File: src/rtl/ussi_pkg.sv
package ussi_pkg;
  typedef enum logic [1:0] {
    MODE_OFF = 2'd0,
    MODE_3W  = 2'd1,
    MODE_2W  = 2'd2,
    MODE_RSV = 2'd3
  } mode_e;

  typedef enum logic [1:0] {
    SRC_PIN   = 2'd0,
    SRC_TIMER = 2'd1,
    SRC_SOFT  = 2'd2,
    SRC_RSV   = 2'd3
  } csrc_e;

  localparam logic [1:0] A_DATA = 2'd0;
  localparam logic [1:0] A_BUF  = 2'd1;
  localparam logic [1:0] A_STAT = 2'd2;
  localparam logic [1:0] A_CTRL = 2'd3;
endpackage

File: src/rtl/ussi_sync.sv
module ussi_sync #(
  parameter int WIDTH = 4,
  parameter int STAGES = 2,
  parameter logic [WIDTH-1:0] INIT = '0
) (
  input  logic             clk,
  input  logic             rst,
  input  logic [WIDTH-1:0] d,
  output logic [WIDTH-1:0] q
);
  logic [WIDTH-1:0] stage_q [STAGES];

  for (genvar s = 0; s < STAGES; s++) begin : g_stage
    if (s == 0) begin : g_first
      always_ff @(posedge clk) begin
        if (rst) stage_q[s] <= INIT;
        else     stage_q[s] <= d;
      end
    end else begin : g_next
      always_ff @(posedge clk) begin
        if (rst) stage_q[s] <= INIT;
        else     stage_q[s] <= stage_q[s-1];
      end
    end
  end

  assign q = stage_q[STAGES-1];
endmodule

File: src/rtl/ussi_clkgen.sv
module ussi_clkgen
  import ussi_pkg::*;
(
  input  logic  clk,
  input  logic  rst,
  input  logic  en,
  input  csrc_e src,
  input  logic  pin_lvl,
  input  logic  tmr_evt,
  input  logic  sw_evt,
  output logic  edge_evt,
  output logic  new_lvl,
  output logic  level,
  output logic  int_clk
);
  logic pin_q;
  logic tick;
  logic int_src;

  assign int_src = (src == SRC_TIMER) || (src == SRC_SOFT);
  assign tick = (src == SRC_TIMER) ? tmr_evt :
                (src == SRC_SOFT)  ? sw_evt  : 1'b0;

  always_ff @(posedge clk) begin
    if (rst) begin
      pin_q   <= 1'b0;
      int_clk <= 1'b0;
    end else begin
      pin_q <= pin_lvl;
      if (en && int_src && tick) int_clk <= ~int_clk;
    end
  end

  assign edge_evt = en && ((src == SRC_PIN) ? (pin_lvl ^ pin_q) : tick);
  assign new_lvl  = (src == SRC_PIN) ? pin_lvl : ~int_clk;
  assign level    = (src == SRC_PIN) ? pin_lvl : int_clk;

  AST_INT_CLK_IDLE: assert property (@(posedge clk) disable iff (rst)
    !en |=> $stable(int_clk)) else $error("internal clock moved while off");
endmodule

File: src/rtl/ussi_counter.sv
module ussi_counter #(
  parameter int W = 4
) (
  input  logic         clk,
  input  logic         rst,
  input  logic         clr,
  input  logic         load,
  input  logic [W-1:0] load_val,
  input  logic         inc,
  output logic [W-1:0] cnt,
  output logic         wrap
);
  localparam logic [W-1:0] TOP = {W{1'b1}};

  assign wrap = inc && !clr && !load && (cnt == TOP);

  always_ff @(posedge clk) begin
    if (rst)       cnt <= '0;
    else if (clr)  cnt <= '0;
    else if (load) cnt <= load_val;
    else if (inc)  cnt <= cnt + 1'b1;
  end

  AST_CNT_STEP: assert property (@(posedge clk) disable iff (rst)
    (inc && !clr && !load) |=> cnt == W'($past(cnt) + 1'b1)) else $error("count step");
  AST_CNT_CLEAR: assert property (@(posedge clk) disable iff (rst)
    clr |=> cnt == '0) else $error("count clear");
endmodule

File: src/rtl/ussi_shifter.sv
module ussi_shifter #(
  parameter int W = 8
) (
  input  logic         clk,
  input  logic         rst,
  input  logic         sample,
  input  logic         din,
  input  logic         wr_en,
  input  logic [W-1:0] wr_data,
  input  logic         latch_open,
  input  logic         capture,
  output logic [W-1:0] dr,
  output logic [W-1:0] buf_q,
  output logic         out_bit
);
  logic [W-1:0] dr_next;

  always_comb begin
    if (wr_en)       dr_next = wr_data;
    else if (sample) dr_next = {dr[W-2:0], din};
    else             dr_next = dr;
  end

  always_ff @(posedge clk) begin
    if (rst) begin
      dr      <= '0;
      buf_q   <= '0;
      out_bit <= 1'b1;
    end else begin
      dr <= dr_next;
      if (capture)    buf_q   <= dr_next;
      if (latch_open) out_bit <= dr[W-1];
    end
  end

  AST_LATCH_HOLD: assert property (@(posedge clk) disable iff (rst)
    !latch_open |=> $stable(out_bit)) else $error("latch moved while closed");
  AST_BUF_HOLD: assert property (@(posedge clk) disable iff (rst)
    !capture |=> $stable(buf_q)) else $error("buffer moved");
  AST_SHIFT_IN: assert property (@(posedge clk) disable iff (rst)
    (sample && !wr_en) |=> (dr[0] == $past(din)) && (dr[W-1:1] == $past(dr[W-2:0])))
    else $error("shift");
endmodule

File: src/rtl/ussi_top.sv
module ussi_top
  import ussi_pkg::*;
#(
  parameter int DW = 8,
  parameter int CW = 4,
  parameter int SYNC_STAGES = 2
) (
  input  logic          clk,
  input  logic          rst,
  input  logic [1:0]    bus_addr,
  input  logic          bus_wr,
  input  logic [DW-1:0] bus_wdata,
  output logic [DW-1:0] bus_rdata,
  input  logic          tmr_match,
  input  logic          sck_i,
  output logic          sck_o,
  input  logic          di_i,
  output logic          do_o,
  input  logic          scl_i,
  output logic          scl_drive_low,
  input  logic          sda_i,
  output logic          sda_drive_low,
  output logic          irq_start,
  output logic          irq_ovf
);
  localparam int PAD = DW - 2 - CW;

  mode_e mode;
  csrc_e src;
  logic  fall_sel, ie_start, ie_ovf;
  logic  start_flag, ovf_flag;

  logic [3:0] pins_s;
  logic sck_s, di_s, sda_s, scl_s, sda_q;

  ussi_sync #(.WIDTH(4), .STAGES(SYNC_STAGES), .INIT(4'b1100)) u_sync (
    .clk(clk), .rst(rst),
    .d({scl_i, sda_i, di_i, sck_i}),
    .q(pins_s)
  );
  assign {scl_s, sda_s, di_s, sck_s} = pins_s;

  logic en, two_w, int_src;
  logic ctrl_wr, stat_wr, data_wr, sw_evt;
  assign two_w   = (mode == MODE_2W);
  assign en      = (mode == MODE_3W) || two_w;
  assign int_src = (src == SRC_TIMER) || (src == SRC_SOFT);
  assign ctrl_wr = bus_wr && (bus_addr == A_CTRL);
  assign stat_wr = bus_wr && (bus_addr == A_STAT);
  assign data_wr = bus_wr && (bus_addr == A_DATA);
  assign sw_evt  = ctrl_wr && bus_wdata[5];

  logic raw_edge, new_lvl, level, int_clk;
  ussi_clkgen u_clkgen (
    .clk(clk), .rst(rst), .en(en), .src(src),
    .pin_lvl(two_w ? scl_s : sck_s),
    .tmr_evt(tmr_match), .sw_evt(sw_evt),
    .edge_evt(raw_edge), .new_lvl(new_lvl), .level(level), .int_clk(int_clk)
  );

  logic edge_ok, sample, latch_open, start_det;
  assign edge_ok    = raw_edge && !(two_w && start_flag);
  assign sample     = edge_ok && (new_lvl ^ fall_sel);
  assign latch_open = (level == fall_sel);
  assign start_det  = two_w && scl_s && sda_q && !sda_s;

  logic [CW-1:0] cnt;
  logic          wrap;
  ussi_counter #(.W(CW)) u_cnt (
    .clk(clk), .rst(rst), .clr(start_det), .load(stat_wr),
    .load_val(bus_wdata[CW-1:0]), .inc(edge_ok), .cnt(cnt), .wrap(wrap)
  );

  logic [DW-1:0] dr, buf_q;
  logic          out_bit;
  ussi_shifter #(.W(DW)) u_shift (
    .clk(clk), .rst(rst), .sample(sample), .din(two_w ? sda_s : di_s),
    .wr_en(data_wr), .wr_data(bus_wdata), .latch_open(latch_open),
    .capture(wrap), .dr(dr), .buf_q(buf_q), .out_bit(out_bit)
  );

  always_ff @(posedge clk) begin
    if (rst) begin
      mode     <= MODE_OFF;
      src      <= SRC_PIN;
      fall_sel <= 1'b0;
      ie_start <= 1'b0;
      ie_ovf   <= 1'b0;
      sda_q    <= 1'b1;
    end else begin
      sda_q <= sda_s;
      if (ctrl_wr) begin
        mode     <= mode_e'(bus_wdata[1:0]);
        src      <= csrc_e'(bus_wdata[3:2]);
        fall_sel <= bus_wdata[4];
        ie_start <= bus_wdata[6];
        ie_ovf   <= bus_wdata[7];
      end
    end
  end

  always_ff @(posedge clk) begin
    if (rst) begin
      start_flag <= 1'b0;
      ovf_flag   <= 1'b0;
    end else begin
      if (start_det)                  start_flag <= 1'b1;
      else if (stat_wr && bus_wdata[7]) start_flag <= 1'b0;
      if (wrap)                       ovf_flag <= 1'b1;
      else if (stat_wr && bus_wdata[6]) ovf_flag <= 1'b0;
    end
  end

  always_ff @(posedge clk) begin
    if (rst) begin
      bus_rdata     <= '0;
      do_o          <= 1'b0;
      sck_o         <= 1'b0;
      sda_drive_low <= 1'b0;
      scl_drive_low <= 1'b0;
      irq_start     <= 1'b0;
      irq_ovf       <= 1'b0;
    end else begin
      case (bus_addr)
        A_DATA:  bus_rdata <= dr;
        A_BUF:   bus_rdata <= buf_q;
        A_STAT:  bus_rdata <= {start_flag, ovf_flag, {PAD{1'b0}}, cnt};
        default: bus_rdata <= {ie_ovf, ie_start, 1'b0, fall_sel, src, mode};
      endcase
      do_o          <= (mode == MODE_3W) && out_bit;
      sck_o         <= (mode == MODE_3W) && int_src && int_clk;
      sda_drive_low <= two_w && !out_bit;
      scl_drive_low <= two_w && (start_flag || ovf_flag || (int_src && !int_clk));
      irq_start     <= start_flag && ie_start;
      irq_ovf       <= ovf_flag && ie_ovf;
    end
  end

  AST_WRAP_FLAG: assert property (@(posedge clk) disable iff (rst)
    wrap |=> ovf_flag) else $error("overflow flag");
  AST_START_FLAG: assert property (@(posedge clk) disable iff (rst)
    start_det |=> start_flag) else $error("start flag");
  AST_HOLD_SCL: assert property (@(posedge clk) disable iff (rst)
    (two_w && (start_flag || ovf_flag)) |=> scl_drive_low) else $error("hold");
  AST_OFF_RELEASED: assert property (@(posedge clk) disable iff (rst)
    (mode == MODE_OFF) |=> !do_o && !sck_o && !sda_drive_low && !scl_drive_low)
    else $error("off pins");
  AST_IRQ_OVF: assert property (@(posedge clk) disable iff (rst)
    irq_ovf |-> $past(ovf_flag && ie_ovf)) else $error("irq ovf");
endmodule

File: config.mk
export PLATFORM = sky130hd
export DESIGN_NAME = ussi_top
export DESIGN_NICKNAME = d
export VERILOG_FILES = /design/src/rtl/ussi_pkg.sv /design/src/rtl/ussi_sync.sv /design/src/rtl/ussi_clkgen.sv /design/src/rtl/ussi_counter.sv /design/src/rtl/ussi_shifter.sv /design/src/rtl/ussi_top.sv
export SDC_FILE = /design/constraint.sdc
export NUM_CORES = 1
export LEC_CHECK = 0
export BUFFER_PORTS_ARGS = -buffer_cell sky130_fd_sc_hd__buf_2
export CORE_MARGIN = 1.5
export CORE_UTILIZATION = 59
export CTS_BUF_LIST = sky130_fd_sc_hd__clkbuf_8
export CTS_CLUSTER_SIZE = 14
export DETAILED_ROUTE_END_ITERATION = 6
export PLACE_DENSITY = 0.81
export SLEW_MARGIN = 20
export SYNTH_ARGS = -nofsm -noshare
export SYNTH_HDL_FRONTEND = slang
export SYNTH_SLANG_ARGS = --single-unit
File: constraint.sdc
create_clock -name clk -period 2.9 [get_ports clk]
set_clock_uncertainty 0.05 [all_clocks]
set_input_delay 0.58 -clock clk [delete_from_list [all_inputs] [get_ports clk]]
set_output_delay 0.58 -clock clk [all_outputs]
set_load 0.005 [all_outputs]
==> results of run 1 <==
## metrics by stage
stage	cell area, µm²	utilization, %	setup WS, ns	power (mW)	hold slack (ns)
CTS	2810	69.3	0.391	1.39	0.367
global route	2810	69.3	0.189	1.44	0.379
global placement	2710	66.9	0.474	0.955	0.342
floorplan	2520	-	0.570	0.907	0.339
detailed placement	2710	66.9	0.427	0.958	0.344
finish	2810	69.3	0.371	1.39	0.365
## state kept, by name (all words and copies together) (netlist names), 2 cells and up
name,count
bus_rdata,8
u_cnt.cnt,4
src,2
u_shift.dr,8
u_shift.buf_q,8
u_sync.stage_q,8
mode,2
## report_power, final
group | switching, mW | total (mW) | leakage, nW | internal [mW]
clock | 0.249 | 0.444 | 0.0474 | 0.195
sequential | 0.0184 | 0.797 | 0.448 | 0.779
combinational | 0.0830 | 0.146 | 0.673 | 0.0627
total | 0.350 | 1.39 | 1.17 | 1.04
## final timing paths
check,startpoint,slack (ns),end,cells past startpoint
setup / recovery,mode[0],0.37,u_shift.buf_q[3],7
hold / removal,u_sync.stage_q[0][2],0.36,u_sync.stage_q[1][2],1
setup reg to reg,mode[0],0.37,u_shift.buf_q[3],7
hold reg to reg,u_sync.stage_q[0][2],0.36,u_sync.stage_q[1][2],1
## routing by layer
| metal | vias up | share of wire [%] | GRT usage, % |
|---|---|---|---|
| li1 | 985 | - | - |
| met1 | 947 | 43 | 36.0 |
| met2 | 94 | 47 | 39.4 |
| met3 | 11 | 8.0 | 6.91 |
| met4 | 0 | 1.7 | 9.75 |
| met5 | - | 0 | 0 |
## layout by cell type (no fill, tap or decap), drive strengths merged, types with 11 or more instances in the layout
cell type  netlist  routed
dfxtp           55      55
buf              3      36
nor2b           17      17
nor2            36      36
inv             11      11
o21ai           11      11
a211oi          14      14
a21oi           13      13
mux2i           12      12
## synthesized netlist by cell type (all sizes together), types with 2 or more instances
cell type,instances,area [µm²]
nor2,36,135
mux4,6,135
mux2,2,22.5
nand4,2,18.8
a211oi,14,105
nor2b,17,106
or3,2,12.5
clkbuf,11,41.3
o221ai,8,76.3
or2,5,31.3
buf,3,18.8
xnor2,6,60.1
nand3b,8,60.1
dfxtp,55,1100
mux2i,12,120
o21ai,11,58.8
nand2,8,30.0
ha,6,75.1
inv,11,41.3
a21oi,13,65.1
## worst max-delay path, delay by kind of cell, from the launching register on
family          cells  cell delay [ns]
fa+ha+maj           1             0.28
simple gates        1             0.59
xor+xnor            1             0.21
buf+inv             1             0.08
compound gates      2             0.41
flops               1             0.34
mux                 1             0.48
## cell type report
class                      count  share of cell area (%)
clock buffer                   6                    2.94
clock inverter                 2                   0.578
inverter                      11                    1.47
multi-input combinational    178                    46.8
sequential                    55                    39.1
tap                           50                    2.22
timing repair buffer          36                    6.85
## cells by family after synthesis
| kind of cell | count (synthesis) | synth area share, % |
|---|---|---|
| AND/OR/NAND/NOR | 89 | 19.2 |
| XOR/XNOR | 7 | 2.73 |
| flip-flops | 55 | 43.7 |
| buffers and inverters | 25 | 4.02 |
| adder cells (fa/ha/maj) | 6 | 2.98 |
| multiplexers | 20 | 11.0 |
| AO/OA/AOI/OAI | 56 | 16.3 |
==> impl_results.md, run 1 <==
- Status: finished clean
- Cts repair resizes: 0
- Crit path max fanout: 9
- H-tree levels: 2
- Layout cell share with drive strength beyond 1: 22.2%
- Final worst-path cycle share: 87.2%
- Max Buffers Root-to-Sink: 2
- Via density: 6.03
- Max-slew violations: 0
- Period minus WS final: 2.53 ns
- Top FF cell, synth: dfxtp_1
- Sequential element share of the synthesized area: 43.7%
- CP required: 3.08 ns
- Critical path arrival: around 2.7 ns
- TritonCTS Buffers: 5
- Startpoint types: flop
- Worst-margin pin slew: between 0.5 and 0.6 ns
- Vias in the first global route: 1,813
- Fin. Hold Viols: 0
- Area of the multi-input gates: 1320 µm²
- Reg area: 1100 µm²
- Final Setup Violations: 0
- Die Y: 68.3 µm
- HP Class: flop to flop
- GR Overflow Total: 0
- Static leakage: 1.17 nW
- Overall routing resource usage: 26.2%
- Setup Fix Bufs, Post-CTS: 0
- Critical Path Max Stage Delay: 0.59 ns
- Post-DP HPWL: 4.13 mm
- Syn nets: 282
- Per-cell routed wire length: 16.4 µm
- Non-filler cells, final: between 300 and 400
- Endpoint class of the critical path: flop
- Max Clock Freq: 395 MHz
- DRT iter0 DRCs: 101
- Initial Util: 62.1%
- PwrDens: ~490 nW/µm²
- Mapped Cells: 258
- Distinct cell type count after synthesis: 47
- Mapped cell area: roughly 2500 µm²
- Ys Warns: 0
- Worst-path clk slew: 0.09 ns
- RSZ-0062 raised after global routing: no
- Initial antenna violation count: 0
- Slew HR: 60.5%
- Critical-path cell list: inv_1 > ha_1 > mux2i_1 > xnor2_2 > o2111ai_4 > or4_4 > o221ai_1
- Post-synth EDFFs: 0
- Largest net degree at the start of global routing: 37
- Synthesis-stage register bit count: 55
- Die Span X: 68.3 µm
- Skew-Pair Late Insertion Delay: 0.32 ns
- CTS tree: yes
- Crit-path slowest cell: or4_4
- Final nets: between 300 and 400
- # hold bufs at CTS: 0
- WL final: 5.55 mm
- Placed Cells: 330
- Post-route ant nets: 0
- Fill cells: 334
- FP Rows: 23
- TNS Setup: 0 ns
- Worst Setup Path Type: flop to flop
- GP Congestion: between 0.8 and 0.9
- Port bufs: 31
- CTS Sinks: 55
- Max-cap violation count: 0
- DR pass1 iterations: 5
- IO Count: 32
- First-pass GRT wire length: 8.82 mm
- P&R area growth vs syn: 11.7%
- Syn_area_per_cell: 9.76 µm²
- Worst IR drop on VDD: 254 µV
- Antenna fix cells: 0
- Async SR Flop Fraction: 0%
- Clk root buf: clkbuf_8
- Die area: 4670 µm²
- Via count: 2,037
- Core Area: 4060 µm²
- DRC: 0
(Power assumes the default switching activity.)
==> run 2, diff against run 1 <==
--- a/config.mk
+++ b/config.mk
@@ -9,9 +9,11 @@
 export CORE_MARGIN = 1.5
 export CORE_UTILIZATION = 59
 export CTS_BUF_LIST = sky130_fd_sc_hd__clkbuf_8
+export CTS_CLUSTER_DIAMETER = 120
 export CTS_CLUSTER_SIZE = 14
 export DETAILED_ROUTE_END_ITERATION = 6
 export PLACE_DENSITY = 0.81
+export RECOVER_POWER = 25
 export SLEW_MARGIN = 20
 export SYNTH_ARGS = -nofsm -noshare
 export SYNTH_HDL_FRONTEND = slang
==> run 2 against run 1 <==
- global-route usage is the same
- routed wire length grew 0.22%
- clock power is essentially flat
- via count shrank 1.8%
- sequential power is essentially flat
- first-iteration DRC count grew 18%
- non-clock buffer count is the same
- power is essentially flat
- register-to-register slack is essentially flat
- core utilization shrank 0.34 points
- critical path type is now primary input to flop
==> impl_results.md, run 2 (synthesis results as in run 1) <==
- CP Launch Point: rst
- DR pass1 iterations: 4
- CTS Sinks: 55
- Layout cell share with drive strength beyond 1: 19.1%
- WL final: 5.56 mm
- Antenna fix cells: 0
- Endpoint class of the critical path: flop
- Fill cells: 340
- Skew-Pair Late Insertion Delay: between 0.3 and 0.4 ns
- Die Span X: 68.3 µm
- Cts repair resizes: 0
- Vias in the first global route: 1,813
- FP Rows: 23
- Final nets: 311
- Largest net degree at the start of global routing: 37
- PwrDens: 496 nW/µm²
- # hold bufs at CTS: 0
- Initial Util: 62.1%
- Post-DP HPWL: 4.13 mm
- Crit path max fanout: 36
- First-pass GRT wire length: a little under 9 mm
- Die area: 4670 µm²
- Overall routing resource usage: 26.2%
- Cell Area, Placed: 2710 µm²
- GP Congestion: 0.885
- Via density: just under 6
- Static leakage: 1.13 nW
- H-tree levels: 2
- Post-route ant nets: 0
- Max Buffers Root-to-Sink: 2
- Max-slew violations: 0
- Core Area: 4060 µm²
- Tot Pwr: 1.39 mW
- Setup Fix Bufs, Post-CTS: 0
- Final Setup Violations: 0
- TNS Setup: 0 ns
- Period minus WS final: around 2.5 ns
- Most common cell after layout, fill and taps aside: dfxtp_1
- Critical path arrival: roughly 2.7 ns
- Fin. Hold Viols: 0
- HP Class: flop to flop
- Max-cap violation count: 0
- Startpoint types: primary input
- Hold path start: u_sync.stage_q[0][2]
- Worst IR drop on VDD: approximately 250 µV
- CTS tree: yes
- P&R area growth vs syn: 11.1%
- Worst-path clk slew: 0.10 ns
- TritonCTS Buffers: 5
- Per-cell routed wire length: 16.4 µm
- Port bufs: 31
- GR Overflow Total: 0
- Worst Setup Path Type: primary input to flop
- Clk root buf: clkbuf_8
- Max Clock Freq: between 300 and 400 MHz
- RSZ-0062 raised after global routing: no
- CP required: 3.06 ns
- DRT iter0 DRCs: between 100 and 150
- Worst-margin pin slew: 1.38 ns
- Die Y: 68.3 µm
- Slew HR: 7.69%
- IO Count: 32
- DRC: 0
- Setup WS pre-CTS: 0.427 ns
- Via count: 2,001
- Reg-to-Reg Start: mode[0]
- Final worst-path cycle share: roughly 88%
- Status: finished clean
- Post-route cell area: 2800 µm²
- Final setup margin: around 0.36 ns
- Initial antenna violation count: 0
- Highest-count cells in the layout ignoring fill and taps: 55 x dfxtp_1, 36 x nor2_1, 23 x buf_2
## run 2: worst max-delay path, stage by stage
cell and delay (ns):
clkbuf_1 0.99, clkbuf_1 0.73, nor2b_1 0.14, o21ai_0 0.13, o221ai_2 0.11
## run 2: final timing paths
path,cells after the start,endpoint,slack (ns)
max,5,u_shift.buf_q[6],0.36
min reg2reg,1,u_sync.stage_q[1][2],0.36
max reg2reg,7,u_shift.buf_q[3],0.37
min,1,u_sync.stage_q[1][2],0.36
## run 2: per-stage QoR
| stage | hold WS, ns | cells | utilization [%] |
|---|---|---|---|
| after floorplan | 0.339 | 258 | - |
| after global placement | 0.342 | 330 | 66.9 |
| after detailed placement | 0.344 | 330 | 66.9 |
| after CTS | 0.367 | 338 | 69.3 |
| after global routing | 0.379 | 338 | 69.0 |
| final | 0.365 | 338 | 69.0 |
## run 2: area by class of cell
cell class / count / area [µm²] / share of cell area, %
clock buffers: 6 / 82.6 / 2.95
well taps: 50 / 62.6 / 2.24
inverters: 11 / 41.3 / 1.48
flip-flops and latches: 55 / 1100 / 39.3
repair buffers: 36 / 179 / 6.39
clock inverters: 2 / 16.3 / 0.581
multi-input cells: 178 / 1320 / 47.0
## run 2: layer usage
metal / track usage (%) / vias up / wire, µm
li1: - / 982 / -
met1: 36.0 / 932 / 2530
met2: 39.4 / 76 / 2580
met3: 6.91 / 11 / 340
met4: 9.75 / 0 / 112
met5: 0 / - / 0
## run 2: report_power, final
group          switching [mW]  total, mW  internal, mW
combinational          0.0831      0.145        0.0618
sequential             0.0185      0.797         0.779
clock                   0.250      0.445         0.195
total                   0.352       1.39          1.04
==> run 3, diff against run 2 <==
--- a/config.mk
+++ b/config.mk
@@ -7,13 +7,13 @@
 export LEC_CHECK = 0
 export BUFFER_PORTS_ARGS = -buffer_cell sky130_fd_sc_hd__buf_2
 export CORE_MARGIN = 1.5
-export CORE_UTILIZATION = 59
+export CORE_UTILIZATION = 45
 export CTS_BUF_LIST = sky130_fd_sc_hd__clkbuf_8
 export CTS_CLUSTER_DIAMETER = 120
 export CTS_CLUSTER_SIZE = 14
 export DETAILED_ROUTE_END_ITERATION = 6
-export PLACE_DENSITY = 0.81
 export RECOVER_POWER = 25
+export REMOVE_ABC_BUFFERS = 1
 export SLEW_MARGIN = 20
 export SYNTH_ARGS = -nofsm -noshare
 export SYNTH_HDL_FRONTEND = slang
==> run 3 against run 2 <==
- sequential power about the same
- register-to-register slack better by 0.12 ns
- hold slack improved by 0.0014 ns
- global-route usage down 5.7 points
- largest cell class unchanged
- count of clock-buffer cells in the layout down 1
- first-iteration DRC count down 13%
- via count down 1.7%
- die area grew 30%
- final area up 0.89%
- critical path type is now flop to flop
- worst setup slack improved by 0.13 ns
- sequential cell count is the same
==> impl_results.md, run 3 (synthesis results as in run 1) <==
- Die area: 6060 µm²
- Antenna fix cells: 0
- Final setup margin: around 0.49 ns
- Worst R2R Setup Slack: 0.49 ns
- DRC: 0
- # hold bufs at CTS: 0
- Max Clock Freq: 415 MHz
- Critical Path Max Stage Delay: 0.59 ns
- Post-route ant nets: 0
- Slew HR: between 30% and 40%
- Per-cell routed wire length: 16.1 µm
- Comb pwr share: 10.9%
- Clock power frac: 30.2%
- Startpoint types: flop
- Hold path start: u_sync.stage_q[0][2]
- GP Congestion: 0.912
- Internal power: 1.00 mW
- Via count: 1,967
- CTS tree: yes
- Worst-margin pin slew: 0.956 ns
- R2r endpoint: u_shift.buf_q[3]
- Largest net degree at the start of global routing: 23
- H-tree levels: 2
- Static leakage: around 1.2 nW
- Fin. Hold Viols: 0
- Critical path arrival: 2.59 ns
- TritonCTS Buffers: 5
- First-pass GRT wire length: between 9 and 10 mm
- P&R area growth vs syn: 12.1%
- Hold path depth: 1
- PwrDens: roughly 480 nW/µm²
- Highest-count cells in the layout ignoring fill and taps: 55 x dfxtp_1, 36 x nor2_1, 29 x buf_2
- Initial Util: 46.3%
- Sw Share: between 20% and 30%
- Critical-path cell list: inv_1 > ha_1 > nand3b_1 > o21ai_2 > o2111ai_4 > or4_4 > o221ai_1
- DRT iter0 DRCs: 103
- IO Count: 32
- Max Buffers Root-to-Sink: 2
- TNS Setup: 0 ns
- Hold Path Sink: u_sync.stage_q[1][2]
- Max-cap violation count: 0
- Initial antenna violation count: 0
- Die Span X: 77.8 µm
- Post-DP HPWL: 4.21 mm
- Reg-to-Reg Start: src[1]
- Overall routing resource usage: around 20%
- Final nets: 313
- Port bufs: 31
- Core Area: 5440 µm²
- Final worst-path cycle share: 83.2%
- HP Class: flop to flop
- Final Setup Violations: 0
- Sequential share of power: between 50% and 60%
- Tot Pwr: approximately 1.4 mW
- DR pass1 iterations: 4
- Die Y: 77.8 µm
- Via density: 5.43
- FP Rows: 27
- RSZ-0062 raised after global routing: no
- Crit path max fanout: 9
- CTS Sinks: 55
- Clk root buf: clkbuf_8
- Layout cell share with drive strength beyond 1: 20.3%
- Max-slew violations: 0
- GR Overflow Total: 0
- Status: finished clean
- CP required: between 3 and 4 ns
- Cts repair resizes: 0
- Worst IR drop on VDD: approximately 280 µV
- Period minus WS final: about 2.4 ns
- Setup WS pre-CTS: 0.500 ns
- Vias in the first global route: approximately 1,800
- Reg2reg path depth: 7
- Worst-path clk slew: 0.09 ns
- Total net switching power: around 0.35 mW
- WL final: 5.84 mm
- Skew-Pair Late Insertion Delay: 0.31 ns
- Most common cell after layout, fill and taps aside: dfxtp_1
- Crit-path slowest cell: or4_4
- Worst Setup Path Type: flop to flop
- Endpoint class of the critical path: flop
- Setup Fix Bufs, Post-CTS: 0
## run 3: cell count changes in the layout (fill, tap and decap cells not counted)
cell	change
clkinv_2	+1
buf_2	+6
clkbuf_1	-4
clkbuf_8	-1
clkinvlp_4	-1
clkinv_4	-1
inv_1	+2
## run 3: metrics by stage
stage	utilization (%)	instance area, µm²	instances	hold slack [ns]
2_1_floorplan	-	2460	244	0.339
3_3_place_gp	50.7	2760	354	0.341
3_5_place_dp	50.7	2760	354	0.351
4_1_cts	52.2	2840	362	0.374
5_1_grt	51.9	2820	362	0.381
6_report	51.9	2820	362	0.366
## run 3: cell type report
| class | instances | area, µm² |
|---|---|---|
| inverters | 11 | 41.3 |
| flip-flops and latches | 55 | 1100 |
| clock buffers | 5 | 68.8 |
| multi-input cells | 178 | 1320 |
| fillers | 528 | 2620 |
| repair buffers | 38 | 194 |
| well taps | 72 | 90.1 |
| clock inverters | 3 | 12.5 |
## run 3: how the worst max path moves through the flow
stage / startpoint / end / slack, ns / cells after the start
after floorplan: mode[0] / u_shift.buf_q[1] / 0.63 / 7
after global placement: bus_addr[1] / u_shift.buf_q[5] / 0.54 / 7
after detailed placement: bus_wr / u_shift.buf_q[3] / 0.50 / 6
after CTS: mode[0] / u_shift.buf_q[3] / 0.49 / 8
after global routing: mode[1] / u_shift.buf_q[0] / 0.35 / 6
final: src[1] / u_shift.buf_q[3] / 0.49 / 7
## run 3: metal layers
layer	global-route usage (%)	routed length, µm	vias to the layer above
li1	-	-	981
met1	28.6	2760	944
met2	32.0	2810	37
met3	3.76	228	5
met4	6.36	45	0
met5	0	0	-
## run 3: critical path, delay by kind of cell, from the launching register on
| kind | cells | cell delay, ns |
|---|---|---|
| AOI/OAI and AO/OA | 3 | 0.77 |
| adders and majority gates | 1 | 0.23 |
| buffers and inverters | 1 | 0.08 |
| DFF | 1 | 0.36 |
| and+or+nand+nor | 2 | 0.84 |
## run 3: power by group through the flow
stage          clock [mW]  combinational [mW]  sequential [mW]
2_1_floorplan           0              0.0845            0.808
3_3_place_gp            0               0.149            0.814
3_5_place_dp            0               0.148            0.814
4_1_cts             0.414               0.149            0.797
5_1_grt             0.442               0.162            0.799
6_report            0.408               0.148            0.796
